[src/rtl/fuse_pkg.sv]
package fuse_pkg;
  localparam logic [7:0] A_PROT  = 8'h00;
  localparam logic [7:0] A_RDATA = 8'h04;
  localparam logic [7:0] A_WDATA = 8'h08;
  localparam logic [7:0] A_INDEX = 8'h0C;
  localparam logic [7:0] A_MODE  = 8'h10;
  localparam logic [7:0] A_STAT  = 8'h14;
  localparam logic [7:0] A_WTIM  = 8'h20;
  localparam logic [7:0] A_RTIM  = 8'h24;
  localparam logic [7:0] A_DEB   = 8'h28;
  localparam logic [7:0] A_MEN   = 8'h40;

  localparam int MB_PROG = 0;
  localparam int MB_READ = 1;
  localparam int MB_CLR  = 2;
  localparam int EN_BIT  = 6;

  typedef enum logic [1:0] {SQ_IDLE, SQ_READ, SQ_PROG} sq_state_t;
endpackage

[src/rtl/fuse_array.sv]
module fuse_array #(
  parameter int NBLK   = 32,
  parameter int WORD_W = 16,
  localparam int IDX_W = $clog2(NBLK)
) (
  input  logic              clk,
  input  logic [IDX_W-1:0]  addr,
  input  logic              we,
  input  logic [WORD_W-1:0] wdata,
  output logic [WORD_W-1:0] dout
);
  logic [WORD_W-1:0] mem [NBLK];

  initial begin
    for (int i = 0; i < NBLK; i++)
      mem[i] = WORD_W'((i * 32'h0931) ^ 32'hC35A);
  end

  always_ff @(posedge clk) begin
    if (we) mem[addr] <= wdata;
    dout <= mem[addr];
  end
endmodule

[src/rtl/fuse_regs.sv]
module fuse_regs
  import fuse_pkg::*;
#(
  parameter int ADDR_W = 8,
  parameter int DATA_W = 32,
  parameter int WORD_W = 16,
  parameter int IDX_W  = 5,
  parameter int TIM_W  = 8,
  parameter int WTIM_RST = 6,
  parameter int RTIM_RST = 4,
  parameter int DEB_RST  = 3
) (
  input  logic              clk,
  input  logic              rst,
  input  logic              bus_wr,
  input  logic              bus_rd,
  input  logic [ADDR_W-1:0] bus_addr,
  input  logic [DATA_W-1:0] bus_wdata,
  output logic [DATA_W-1:0] bus_rdata,
  input  logic              st_pgm_busy,
  input  logic              st_rd_busy,
  input  logic              st_standby,
  input  logic              st_done,
  input  logic [WORD_W-1:0] rd_word,
  output logic [IDX_W-1:0]  blk_idx,
  output logic [WORD_W-1:0] wr_word,
  output logic [TIM_W-1:0]  rd_tim,
  output logic [TIM_W-1:0]  wr_tim,
  output logic              protect,
  output logic              mod_en,
  output logic              cmd_rd,
  output logic              cmd_pg,
  output logic              cmd_clr
);
  logic [TIM_W-1:0]  deb_tim;
  logic [DATA_W-1:0] rd_mux;
  logic              wr_mode;
  logic              unused_wd;

  assign unused_wd = ^bus_wdata;
  assign wr_mode = bus_wr && (bus_addr == ADDR_W'(A_MODE));
  assign cmd_pg  = wr_mode && bus_wdata[MB_PROG];
  assign cmd_rd  = wr_mode && bus_wdata[MB_READ];
  assign cmd_clr = wr_mode && bus_wdata[MB_CLR];

  always_ff @(posedge clk) begin
    if (rst) begin
      protect <= 1'b0;
      wr_word <= '0;
      blk_idx <= '0;
      wr_tim  <= TIM_W'(WTIM_RST);
      rd_tim  <= TIM_W'(RTIM_RST);
      deb_tim <= TIM_W'(DEB_RST);
      mod_en  <= 1'b0;
    end else if (bus_wr) begin
      case (bus_addr)
        ADDR_W'(A_PROT):  protect <= bus_wdata[0];
        ADDR_W'(A_WDATA): wr_word <= bus_wdata[WORD_W-1:0];
        ADDR_W'(A_INDEX): blk_idx <= bus_wdata[IDX_W-1:0];
        ADDR_W'(A_WTIM):  wr_tim  <= bus_wdata[TIM_W-1:0];
        ADDR_W'(A_RTIM):  rd_tim  <= bus_wdata[TIM_W-1:0];
        ADDR_W'(A_DEB):   deb_tim <= bus_wdata[TIM_W-1:0];
        ADDR_W'(A_MEN):   mod_en  <= bus_wdata[EN_BIT];
        default: ;
      endcase
    end
  end

  always_comb begin
    rd_mux = '0;
    case (bus_addr)
      ADDR_W'(A_PROT):  rd_mux = DATA_W'(protect);
      ADDR_W'(A_RDATA): rd_mux = DATA_W'(rd_word);
      ADDR_W'(A_WDATA): rd_mux = DATA_W'(wr_word);
      ADDR_W'(A_INDEX): rd_mux = DATA_W'(blk_idx);
      ADDR_W'(A_STAT):  rd_mux = DATA_W'({st_done, protect, st_standby, st_rd_busy, st_pgm_busy});
      ADDR_W'(A_WTIM):  rd_mux = DATA_W'(wr_tim);
      ADDR_W'(A_RTIM):  rd_mux = DATA_W'(rd_tim);
      ADDR_W'(A_DEB):   rd_mux = DATA_W'(deb_tim);
      ADDR_W'(A_MEN):   rd_mux = DATA_W'(mod_en) << EN_BIT;
      default:          rd_mux = '0;
    endcase
  end

  always_ff @(posedge clk) begin
    if (rst)         bus_rdata <= '0;
    else if (bus_rd) bus_rdata <= rd_mux;
  end


  mode_zero_chk: assert property (@(posedge clk) disable iff (rst)
    (bus_rd && bus_addr == ADDR_W'(A_MODE)) |=> (bus_rdata == '0));


  index_mask_chk: assert property (@(posedge clk) disable iff (rst)
    (bus_rd && bus_addr == ADDR_W'(A_INDEX)) |=> (bus_rdata[DATA_W-1:IDX_W] == '0));
endmodule

[src/rtl/fuse_seq.sv]
module fuse_seq
  import fuse_pkg::*;
#(
  parameter int WORD_W = 16,
  parameter int IDX_W  = 5,
  parameter int TIM_W  = 8
) (
  input  logic              clk,
  input  logic              rst,
  input  logic              mod_en,
  input  logic              protect,
  input  logic              cmd_rd,
  input  logic              cmd_pg,
  input  logic              cmd_clr,
  input  logic [IDX_W-1:0]  blk_idx,
  input  logic [WORD_W-1:0] wr_word,
  input  logic [TIM_W-1:0]  rd_tim,
  input  logic [TIM_W-1:0]  wr_tim,
  input  logic [WORD_W-1:0] arr_dout,
  output logic [IDX_W-1:0]  arr_addr,
  output logic              arr_we,
  output logic [WORD_W-1:0] arr_wdata,
  output logic              rd_busy,
  output logic              pgm_busy,
  output logic              standby,
  output logic              done,
  output logic [WORD_W-1:0] rd_word
);
  sq_state_t         st;
  logic [TIM_W-1:0]  cnt;
  logic [WORD_W-1:0] wd_q;
  logic              last;
  logic              rd_fin;

  function automatic logic [TIM_W-1:0] floor2(input logic [TIM_W-1:0] t);
    return (t < TIM_W'(2)) ? TIM_W'(2) : t;
  endfunction

  assign last     = (cnt == TIM_W'(1));
  assign rd_fin   = (st == SQ_READ) && last;
  assign rd_busy  = (st == SQ_READ);
  assign pgm_busy = (st == SQ_PROG);
  assign standby  = (st == SQ_IDLE);
  assign arr_we   = (st == SQ_PROG) && last;
  assign arr_wdata = arr_dout | wd_q;

  always_ff @(posedge clk) begin
    if (rst) begin
      st       <= SQ_IDLE;
      cnt      <= '0;
      arr_addr <= '0;
      wd_q     <= '0;
      rd_word  <= '0;
    end else begin
      case (st)
        SQ_IDLE: begin
          if (mod_en && cmd_rd) begin
            st       <= SQ_READ;
            cnt      <= floor2(rd_tim);
            arr_addr <= blk_idx;
          end else if (mod_en && cmd_pg && !protect) begin
            st       <= SQ_PROG;
            cnt      <= floor2(wr_tim);
            arr_addr <= blk_idx;
            wd_q     <= wr_word;
          end
        end
        SQ_READ: begin
          if (last) begin
            rd_word <= arr_dout;
            st      <= SQ_IDLE;
          end else begin
            cnt <= cnt - 1'b1;
          end
        end
        SQ_PROG: begin
          if (last) st  <= SQ_IDLE;
          else      cnt <= cnt - 1'b1;
        end
        default: st <= SQ_IDLE;
      endcase
    end
  end

  always_ff @(posedge clk) begin
    if (rst)                      done <= 1'b0;
    else if (rd_fin)              done <= 1'b1;
    else if (mod_en && cmd_clr)   done <= 1'b0;
  end


  done_sticky_chk: assert property (@(posedge clk) disable iff (rst)
    (done && !(mod_en && cmd_clr)) |=> done);


  done_clear_chk: assert property (@(posedge clk) disable iff (rst)
    (mod_en && cmd_clr && !rd_busy) |=> !done);


  disabled_ignore_chk: assert property (@(posedge clk) disable iff (rst)
    (standby && !mod_en) |=> standby);


  data_hold_chk: assert property (@(posedge clk) disable iff (rst)
    !rd_busy |=> $stable(rd_word));


  protect_chk: assert property (@(posedge clk) disable iff (rst)
    (standby && protect && !cmd_rd) |=> !pgm_busy);


  write_only_prog_chk: assert property (@(posedge clk) disable iff (rst)
    arr_we |-> !rd_busy && !standby);
endmodule

[src/rtl/fuse_rd_ctrl.sv]
module fuse_rd_ctrl #(
  parameter int NBLK   = 32,
  parameter int WORD_W = 16,
  parameter int ADDR_W = 8,
  parameter int DATA_W = 32,
  parameter int TIM_W  = 8,
  parameter int WTIM_RST = 6,
  parameter int RTIM_RST = 4,
  parameter int DEB_RST  = 3
) (
  input  logic              clk,
  input  logic              rst,
  input  logic              bus_wr,
  input  logic              bus_rd,
  input  logic [ADDR_W-1:0] bus_addr,
  input  logic [DATA_W-1:0] bus_wdata,
  output logic [DATA_W-1:0] bus_rdata
);
  localparam int IDX_W = $clog2(NBLK);

  logic [IDX_W-1:0]  blk_idx, arr_addr;
  logic [WORD_W-1:0] wr_word, rd_word, arr_dout, arr_wdata;
  logic [TIM_W-1:0]  rd_tim, wr_tim;
  logic protect, mod_en, cmd_rd, cmd_pg, cmd_clr;
  logic rd_busy, pgm_busy, standby, done, arr_we;

  fuse_regs #(
    .ADDR_W(ADDR_W), .DATA_W(DATA_W), .WORD_W(WORD_W), .IDX_W(IDX_W),
    .TIM_W(TIM_W), .WTIM_RST(WTIM_RST), .RTIM_RST(RTIM_RST), .DEB_RST(DEB_RST)
  ) u_regs (
    .clk(clk), .rst(rst), .bus_wr(bus_wr), .bus_rd(bus_rd),
    .bus_addr(bus_addr), .bus_wdata(bus_wdata), .bus_rdata(bus_rdata),
    .st_pgm_busy(pgm_busy), .st_rd_busy(rd_busy), .st_standby(standby),
    .st_done(done), .rd_word(rd_word), .blk_idx(blk_idx), .wr_word(wr_word),
    .rd_tim(rd_tim), .wr_tim(wr_tim), .protect(protect), .mod_en(mod_en),
    .cmd_rd(cmd_rd), .cmd_pg(cmd_pg), .cmd_clr(cmd_clr)
  );

  fuse_seq #(.WORD_W(WORD_W), .IDX_W(IDX_W), .TIM_W(TIM_W)) u_seq (
    .clk(clk), .rst(rst), .mod_en(mod_en), .protect(protect),
    .cmd_rd(cmd_rd), .cmd_pg(cmd_pg), .cmd_clr(cmd_clr), .blk_idx(blk_idx),
    .wr_word(wr_word), .rd_tim(rd_tim), .wr_tim(wr_tim), .arr_dout(arr_dout),
    .arr_addr(arr_addr), .arr_we(arr_we), .arr_wdata(arr_wdata),
    .rd_busy(rd_busy), .pgm_busy(pgm_busy), .standby(standby),
    .done(done), .rd_word(rd_word)
  );

  fuse_array #(.NBLK(NBLK), .WORD_W(WORD_W)) u_array (
    .clk(clk), .addr(arr_addr), .we(arr_we), .wdata(arr_wdata), .dout(arr_dout)
  );
endmodule

[config.mk]
export PLATFORM = sky130hd
export DESIGN_NAME = fuse_rd_ctrl
export DESIGN_NICKNAME = d
export VERILOG_FILES = /design/src/rtl/fuse_pkg.sv /design/src/rtl/fuse_array.sv /design/src/rtl/fuse_regs.sv /design/src/rtl/fuse_seq.sv /design/src/rtl/fuse_rd_ctrl.sv
export SDC_FILE = /design/constraint.sdc
export NUM_CORES = 1
export LEC_CHECK = 0
export ABC_CLOCK_PERIOD_IN_PS = 4960
export BUFFER_PORTS_ARGS = -buffer_cell sky130_fd_sc_hd__buf_2
export CAP_MARGIN = 25
export CORE_MARGIN = 2
export CORE_UTILIZATION = 23
export DETAILED_ROUTE_END_ITERATION = 12
export HOLD_SLACK_MARGIN = 0.1
export SLEW_MARGIN = 20
export SYNTH_ARGS = -nofsm -noshare
export SYNTH_HDL_FRONTEND = slang
export SYNTH_HIERARCHICAL = 1
export SYNTH_SLANG_ARGS = --single-unit
[constraint.sdc]
create_clock -name clk -period 4.96 [get_ports clk]
set_input_delay 0.992 -clock clk [delete_from_list [all_inputs] [get_ports clk]]
set_output_delay 0.992 -clock clk [all_outputs]
set_load 0.1 [all_outputs]
Word level (Yosys, flattened, before mapping)
Memory sizes are Yosys's and may differ from the RTL's. A register that Yosys moved wholly into a read port is not among the register bits.
Index checks and enable logic that the tools add are counted.
Widths: inputs -> output; s select.
{"block": "classes", "n_addsub": 1, "magnitude_cmp": 2, "eq_ne": 15, "mux": 17, "n_bitwise": 2, "n_reduce_logical": 29}
{"op": "$pmux 16 s9", "count": 1}
{"op": "$mux 8", "count": 5}
{"op": "$eq 8x6->1 const B", "count": 3}
{"op": "$reduce_and 2->1", "count": 10}
{"op": "$eq 8x4->1 const B", "count": 2}
{"op": "$eq 8x5->1 const B", "count": 2}
{"op": "$lt 8x2->1 const B", "count": 2}
{"op": "$or 16x16->16", "count": 1}
{"op": "$pmux 8 s2", "count": 1}
{"op": "$logic_and 1x1->1", "count": 10}
{"op": "$mux 5", "count": 2}
{"op": "$eq 8x1->1 const B", "count": 1}
{"op": "$eq 8x3->1 const B", "count": 1}
{"op": "$eq 8x7->1 const B", "count": 1}
{"op": "$logic_not 8->1", "count": 1}
{"op": "$sub 8x1->8 const B", "count": 1}
{"op": "$mux 2", "count": 3}
{"op": "$reduce_and 3->1", "count": 2}
{"op": "$reduce_bool 2->1", "count": 3}
{"op": "$mux 1", "count": 4}
{"op": "$pmux 2 s2", "count": 1}
{"op": "$ne 3x1->1 const B", "count": 1}
{"op": "$eq 2x1->1 const B", "count": 1}
{"op": "$eq 2x2->1 const B", "count": 1}
{"op": "6 further kinds", "count": 6}
{"block": "word_totals", "reg_bits": 127, "ram_bits": 512, "in_bits": 44, "output_inout_bits": 32, "memories": 1}
{"name": "u_array.mem", "words": 32, "word_bits": 16, "rd": 1, "rd_ports_with_merged_regs": 1, "write_ports": 1, "line": "fuse_array.sv:12", "source": "logic [WORD_W-1:0] mem [NBLK];"}

Depth between registers and ports, before layout
Gate-level depths: netlist of the first run.
{"block": "logic_depth", "ltp_word": 8, "depth_mapped": 10, "depth_no_buf": 8}

Modules after synthesis
Netlist of the first run, hierarchy kept.
{"mod": "fuse_array", "n_inst": 1, "cells_each": 1086, "area_each_um2": 20049.2, "seq_area_each_um2": 15695.1}
{"mod": "fuse_regs", "n_inst": 1, "cells_each": 341, "area_each_um2": 3050.4, "seq_area_each_um2": 1261.2}
{"mod": "fuse_seq", "n_inst": 1, "cells_each": 290, "area_each_um2": 2339.7, "seq_area_each_um2": 960.9}

Worst setup path after synthesis of the first run
Ideal clock, no wire load.
{"block": "synth_path", "path_kind": "reg-to-reg", "from": "register u_seq.cnt[4]", "to": "memory u_array.mem[24][0], enable pin", "setup_ns": 0.409, "t_arrival_ns": 2.912, "t_required_ns": 4.551, "path_slack_ns": 1.639, "stages_incl_launch_ff": 8, "path_buffers": 2, "period_less_slack_ns": 3.321, "path_cell_list": "dfxtp_1 > nor4_2 > and3_1 > buf_4 > and2_1 > or3b_2 > clkbuf_1 > nor3_1"}
{"block": "synth_via", "elab_chain_len": 4}
{"item": "start: declaration", "line": "fuse_seq.sv:30", "source": "logic [TIM_W-1:0] cnt;"}
{"item": "start signal: assignment", "line": "fuse_seq.sv:59", "source": "cnt <= floor2(rd_tim);"}
{"item": "start signal: assignment", "line": "fuse_seq.sv:63", "source": "cnt <= floor2(wr_tim);"}
{"item": "start signal: assignment", "line": "fuse_seq.sv:73", "source": "cnt <= cnt - 1'b1;"}
{"item": "$eq 8x1->1", "line": "fuse_seq.sv:39", "source": "assign last = (cnt == TIM_W'(1));"}
{"item": "$logic_and 1x1->1", "line": "fuse_seq.sv:44", "source": "assign arr_we = (st == SQ_PROG) && last;"}
{"item": "via arr_we", "line": "fuse_rd_ctrl.sv:25", "source": "logic rd_busy, pgm_busy, standby, done, arr_we;"}
{"item": "$mux 1", "line": "fuse_array.sv:20", "source": "if (we) mem[addr] <= wdata;"}
{"item": "$mux 1 (not written as such)", "line": "fuse_array.sv:20"}
{"item": "end: declaration", "line": "fuse_array.sv:12"}
The timed path passes the listed nets, and every way through them passes these cells.

Worst setup path after layout of the first run
{"block": "layout_path", "from": "register u_seq.cnt[4]", "to": "memory u_array.mem[0][7], enable pin"}
Same word-level chain as after synthesis.

==> key figures, run 1 <==
Outcome
  • Status: completed

Layout
  • Nets: 1,827
  • Design area: 29,500 um2
  • Final Util: approximately 27%
  • Synth-to-layout area growth: 16.0%
  • Reg area: 17,900 um2
  • Layout cell share with drive strength beyond 1: 14.2%
  • Filler cells: ~11,000
  • Multi-input logic area: ~6900 um2

STA
  • Final Max Slew Viols: 0
  • Worst Tran Pin Value: 1.06 ns
  • Final critical-path required period: 3.33 ns
  • Final worst-path cycle share: 67.2%
  • Unrepaired setup endpoints after global routing: no
  • Setup ws final: 1.63 ns
  • Setup_tns: 0 ns
  • Skew final: 0.0160 ns
  • Fmax: 300 MHz
  • Setup violators final: 0
  • Final Hold Fails: 0
  • Hold Slack: 0.447 ns
  • Slew HR: 28.7%

GRT
  • Vias in the first global route: 14,124
  • All-layer global routing usage: 10.6%
  • Largest net degree at the start of global routing: 88
  • First-pass GRT wire length: 90,500 um
  • GR Overflow Total: 0
  • Antenna violations before repair: 1

Worst setup path
  • Required @ worst endpoint: 5.25 ns
  • Arrival @ worst endpoint: about 3.6 ns
  • Buf/Inv on CP: 1
  • CP cell instances: nor4_2 -> and3_1 -> and2_1 -> or3b_2 -> nor2_1 -> buf_4
  • CP max-delay cell: or3b_2
  • Kind of critical path: reg -> reg
  • Worst R2R Path Depth: 6
  • Worst Path Max Fanout: 10
  • Crit end category: flip-flop
  • Crit-path max cell delay: 0.62 ns
  • Critical Path Stages: 6
  • CP startpoint kind: flip-flop
  • Crit-path leading delay family: simple AND/OR/NAND/NOR gates

Route
  • ANT nets after route: 0
  • DRC Markers: 0
  • Number of vias in the routed layout: 14,491
  • Total wire length: 61,400 um
  • DR pass1 iterations: 5
  • Routed len/inst: 18.5 um
  • Vias per inst: 4.36
  • Iteration-0 DRC Markers: 1,155

Logic synthesis
  • XOR/XNOR Fraction of Synth Area: 0%
  • Asr flop ratio synth: 0%
  • Post-Synth Simple-Gate Area: 7.35%
  • Unique masters post-synth: 69
  • Post-synthesis cell count: approximately 1,700
  • Combinational family with the most area after synthesis: multiplexers
  • Synthesized cell area: ~25,000 um2
  • Mux cell area share after synthesis: 11.6%
  • Post-synth EDFFs: 512
  • Flop and latch count out of synthesis: 639
  • Sequential area share after synthesis: 70.4%
  • Top_reg_cell synth: edfxtp_1
  • Area share of the largest cell type after synthesis: 60.4%
  • Most frequent cells after synthesis: edfxtp_1 (512), mux2i_1 (291), nand2_1 (135)
  • Area leader, netlist: edfxtp_1
  • Top area cells in the synthesized netlist: edfxtp_1 (60%), mux2i_1 (11%), dfxtp_1 (10%), o22ai_1 (3.2%), nand2_1 (2.0%)
  • Syn. warnings: 6
  • Compound-Gate Fraction of Synth Area: 7.46%
  • Post-synthesis adder-cell area fraction: 0.246%
  • Mapped Avg Cell Area: ~15 um2
  • Most common cell in the synthesized netlist: edfxtp_1

Clock network
  • Post-CTS setup buffers: 0
  • Clk pin slew, worst setup/hold paths: 0.06 ns
  • Clock Tree Buf Depth: 3
  • Htree depth: 3
  • Clock Sink Count: 639
  • CTS Buf Count: 66
  • # resized after CTS: 0
  • Worst skew pair latency: 0.60 ns
  • Post-CTS Hold Buffers: 0
  • CTS tree: yes
  • Clock root cell: clkbuf_16

Floorplan
  • Core ar.: between 100,000 and 150,000 um2
  • Rows: 122
  • Die area: 113,000 um2
  • Initial core utilization: 23.1%
  • Die Y-Extent: 337 um
  • I/O pin total: 76
  • Chip width: 337 um

Hold path
  • Hold path cells: 2
  • HP Class: reg -> reg

Placement
  • DP Area: 27,300 um2
  • DPL Wire Length: 38,100 um
  • Place WS: 1.41 ns
  • PortBufs: 43
  • Routability Congestion: 0.816

Power and ir drop
  • Pleak: 0.00742 uW
  • VDD IR max: 0.000202 V
  • Pwr/cell area: 364 nW/um2

Run
  • Number of max-cap violations: 0
-- through the flow --
| step | std cells | power (uW) |
|---|---|---|
| 6_report | 3320 | 10700 |
| 5_1_grt | 3314 | 11000 |
| 4_1_cts | 3313 | 10800 |
| 3_5_place_dp | 3197 | 5940 |
| 3_3_place_gp | 3197 | 5940 |
| 2_1_floorplan | 1732 | 5920 |
-- cells in the final DEF (no fill, tap or decap), types with 10 or more instances in the layout --
cell type,n
a21oi_1,60
a21oi_2,10
a22o_1,31
buf_2,43
buf_4,52
clkbuf_16,66
clkinv_1,14
conb_1,16
dfxtp_1,126
edfxtp_1,512
inv_1,11
mux2i_1,291
nand2_1,135
nand2_2,12
nand3_1,21
nor2_1,73
nor4_1,36
o21ai_0,16
o22ai_1,131
or2_2,16
-- worst reg2reg max path: stages, from the launching register on --
cell and delay [ns]:
dfxtp_1 0.38, nor4_2 0.37, and3_1 0.35, and2_1 0.40, or3b_2 0.62, nor2_1 0.57
buf_4 0.33
-- area by class of cell --
cell class	count	share of cell area, %
Clock buffer	76	5.79
Timing Repair Buffer	97	2.19
Sequential cell	639	60.7
Tap cell	1488	6.31
Antenna cell	6	0.0509
Multi-Input combinational cell	962	23.3
Inverter	12	0.153
Clock inverter	40	1.44
-- routing by layer --
metal	vias to the layer above	share of wire [%]	track usage, %
met3	121	5.1	2.01
met4	0	3.7	4.53
met5	-	0	0
met2	374	48	17.8
met1	7248	43	13.4
li1	6748	-	-
-- cells by family after synthesis --
logic type / after synthesis
flip-flops: 639
multiplexers: 295
other: 1
adder cells (fa/ha/maj): 5
buffers and inverters: 131
AO/OA/AOI/OAI: 287
AND/OR/NAND/NOR: 359
-- report_power, final --
part	total, uW	switching (uW)	internal [uW]
Sequential	5710	0.547	5710
Clock	4890	2040	2850
Combinational	124	104	19.1
Total	10700	2150	8580
-- final timing paths --
path | startpoint | end | slack (ns)
max | u_seq/cnt[4] | u_array/mem[0][7] | 1.63
max reg2reg | u_seq/cnt[4] | u_array/mem[0][7] | 1.63
min reg2reg | u_array/dout[8] | u_seq/rd_word[8] | 0.45
min | u_array/dout[8] | u_seq/rd_word[8] | 0.45
-- sequential cells by signal, summed over array words and instances (netlist names), 16 cells and up --
signal	flops
u_regs/bus_rdata	16
u_array/dout	16
u_array/mem	512
u_seq/wd_q	16
u_seq/rd_word	16
u_regs/wr_word	16
(Power assumes the default switching activity.)
==> inputs of run 2 (changes only) <==
--- a/config.mk
+++ b/config.mk
@@ -5,7 +5,7 @@
 export SDC_FILE = /design/constraint.sdc
 export NUM_CORES = 1
 export LEC_CHECK = 0
-export ABC_CLOCK_PERIOD_IN_PS = 4960
+export ABC_CLOCK_PERIOD_IN_PS = 2900
 export BUFFER_PORTS_ARGS = -buffer_cell sky130_fd_sc_hd__buf_2
 export CAP_MARGIN = 25
 export CORE_MARGIN = 2
==> constraint.sdc (replaced) <==
create_clock -name clk -period 2.9 [get_ports clk]
set_input_delay 0.58 -clock clk [delete_from_list [all_inputs] [get_ports clk]]
set_output_delay 0.58 -clock clk [all_outputs]
set_load 0.1 [all_outputs]
==> run 2 against run 1 <==
Final cell count rose by 2.3%. First-iteration DRC count rose by 4.2%. Total power rose by 73%. Sequential share of layout area fell by 1.9 points. Utilization rose by 0.85 points. Sequential cell count did not move. Global-route usage rose by 0.45 points. Die area did not move. Largest cell class unchanged.
==> key figures, run 2 (synthesis results as in run 1) <==
STA
  • Worst Tran Pin Value: 0.838 ns (-0.221 ns)
  • Slew HR: 44.1% (+15 points)
  • Setup violators final: 0 (unchanged)
  • Setup_tns: 0 ns (unchanged)
  • Unrepaired setup endpoints after global routing: no
  • Setup ws final: 0.154 ns (-1.47 ns)
  • Final critical-path required period: 2.75 ns (-0.586 ns)
  • Fmax: 364 MHz (+21%)
  • Final worst-path cycle share: 94.7% (+28 points)
  • Skew final: 0.0256 ns (+0.00965 ns)
  • Final Max Slew Viols: 0 (unchanged)
  • Final Hold Fails: 0 (unchanged)

Clock network
  • CTS Buf Count: 69 (+4.5%)
  • # resized after CTS: 0 (unchanged)
  • CTS tree: yes
  • Post-CTS Hold Buffers: 0 (unchanged)
  • Clock Tree Buf Depth: 3 (unchanged)
  • Htree depth: 3 (unchanged)
  • Post-CTS setup buffers: 0 (unchanged)
  • Clock root cell: clkbuf_16
  • Worst skew pair latency: 0.61 ns (about the same)
  • Clk pin slew, worst setup/hold paths: 0.06 ns (about the same)
  • Clock Sink Count: 639 (unchanged)

GRT
  • First-pass GRT wire length: 94,300 um (+4.1%)
  • Largest net degree at the start of global routing: 51 (-42%)
  • GR Overflow Total: 0 (unchanged)
  • Vias in the first global route: 14,701 (+4.1%)
  • Antenna violations before repair: 2 (+1)
  • All-layer global routing usage: 11.1% (+0.45 points)

Route
  • Number of vias in the routed layout: 14,941 (+3.1%)
  • Highest routing layer actually used: met4
  • Vias per inst: 4.40 (+0.83%)
  • Total wire length: 63,600 um (+3.6%)
  • DR WL met2: 30,900 um (+4.0%)
  • DR pass1 iterations: 5 (unchanged)
  • Met3 wire length: 2870 um (-8.4%)
  • Iteration-0 DRC Markers: 1,203 (+4.2%)
  • Met1 Wirelength: 27,700 um (+5.6%)
  • ANT nets after route: 0 (unchanged)
  • DRC Markers: 0 (unchanged)
  • Routed len/inst: 18.7 um (+1.4%)

Layout
  • Largest reg by FF count: u_array/mem
  • Layout cell share with drive strength beyond 1: 17.2% (+2.9 points)
  • Max reg flops: 512 (unchanged)
  • Filler cells: 11,170 (-0.54%)
  • Most frequent cells in the layout: edfxtp_1 (512), mux2i_1 (291), nand2_1 (135), o22ai_1 (131), dfxtp_1 (126)
  • Commonest non-fill, non-tap cell in the layout: edfxtp_1
  • Reg area: 17,900 um2 (unchanged)
  • Nets: 1,901 (+4.1%)
  • Synth-to-layout area growth: 19.7%
  • Multi-input logic area: 6870 um2 (-0.16%)
  • Design area: 30,400 um2 (+3.2%)

Worst setup path
  • Crit end category: flip-flop
  • Required @ worst endpoint: 3.20 ns (-2.05 ns)
  • CP startpoint kind: flip-flop
  • Worst Path Max Fanout: 10 (unchanged)
  • Arrival @ worst endpoint: 3.04 ns (-0.58 ns)
  • R2r setup slk: 0.15 ns (-1.47 ns)
  • Worst R2R Path Depth: 6 (unchanged)
  • Crit-path max cell delay: 0.63 ns (about the same)
  • Kind of critical path: reg -> reg
  • FF-to-FF Start: u_seq/cnt[4]
  • Worst setup path startpoint: u_seq/cnt[4]
  • CP max-delay cell: or3b_2
  • Reg-to-Reg End: u_array/mem[28][0]
  • CP cell instances: nor4_2 -> and3_1 -> and2_1 -> or3b_2 -> nor2_1 -> buf_4

Floorplan
  • Die area: 113,000 um2 (unchanged)
  • I/O pin total: 76 (unchanged)
  • Die Y-Extent: 337 um (unchanged)
  • Rows: 122 (unchanged)
  • Initial core utilization: 23.1% (unchanged)
  • Chip width: 337 um (unchanged)
  • Core ar.: 110,000 um2 (unchanged)

Hold path
  • Worst hold endpoint: u_regs/wr_word[15]
  • HP Start: bus_wdata[15]
  • HP Class: in -> reg
  • Hold path cells: 3 (+1)

Run
  • Number of max-cap violations: 0 (unchanged)

Power and ir drop
  • Pwr/cell area: 608 nW/um2 (+67%)
  • Pleak: 0.00787 uW (+6.2%)
  • VDD IR max: 0.000334 V (+65%)

Placement
  • Place WS: 0.147 ns (-1.27 ns)
  • DP Area: 28,200 um2 (+3.3%)
  • Routability Congestion: 0.813 (-0.37%)
  • PortBufs: 43 (unchanged)
  • DPL Wire Length: 39,800 um (+4.4%)

Outcome
  • Status: completed
## run 2: layout make-up
class                      count  share of cell area [%]
tap                         1488                    6.12
multi-input combinational    962                    22.6
inverter                      12                   0.148
sequential                   639                    58.9
clock buffer                  94                    6.26
timing repair buffer         168                    5.07
clock inverter                28                   0.929
antenna                        4                  0.0329
## run 2: worst max path at each step
stage	end	slack, ns	depth (start not counted)
3_3_place_gp	u_seq/cnt[4]	0.18	9
2_1_floorplan	u_array/mem[28][0]	0.007	7
6_report	u_array/mem[28][0]	0.15	6
5_1_grt	u_array/mem[28][13]	0.01	6
3_5_place_dp	u_array/mem[4][15]	0.15	6
4_1_cts	u_array/mem[4][10]	0.14	6
## run 2: stage by stage
step                      util [%]  hold slack (ns)  total power (uW)  cells
after detailed placement      25.6            0.440             10200   3269
final                         27.6            0.213             18500   3395
after CTS                     27.6            0.184             18700   3391
after floorplan                  -            0.427             10100   1732
after global routing          27.6            0.196             19000   3393
after global placement        25.6            0.437             10200   3269
## run 2: power breakdown
group	switching (uW)	total [uW]	internal, uW
Sequential	0.971	9760	9760
Clock	3470	8520	5060
Combinational	181	219	38.3
Total	3650	18500	14900
## run 2: critical path: cells and delay by family, from the launching register on
kind | cells | cell delay [ns]
buf+inv | 1 | 0.26
simple gates | 5 | 1.78
flops | 1 | 0.38
## run 2: metal layers
metal / vias to the layer above / track usage [%]
li1: 6884 / -
met1: 7604 / 14.3
met2: 363 / 18.6
met3: 90 / 1.88
met4: 0 / 4.39
met5: - / 0
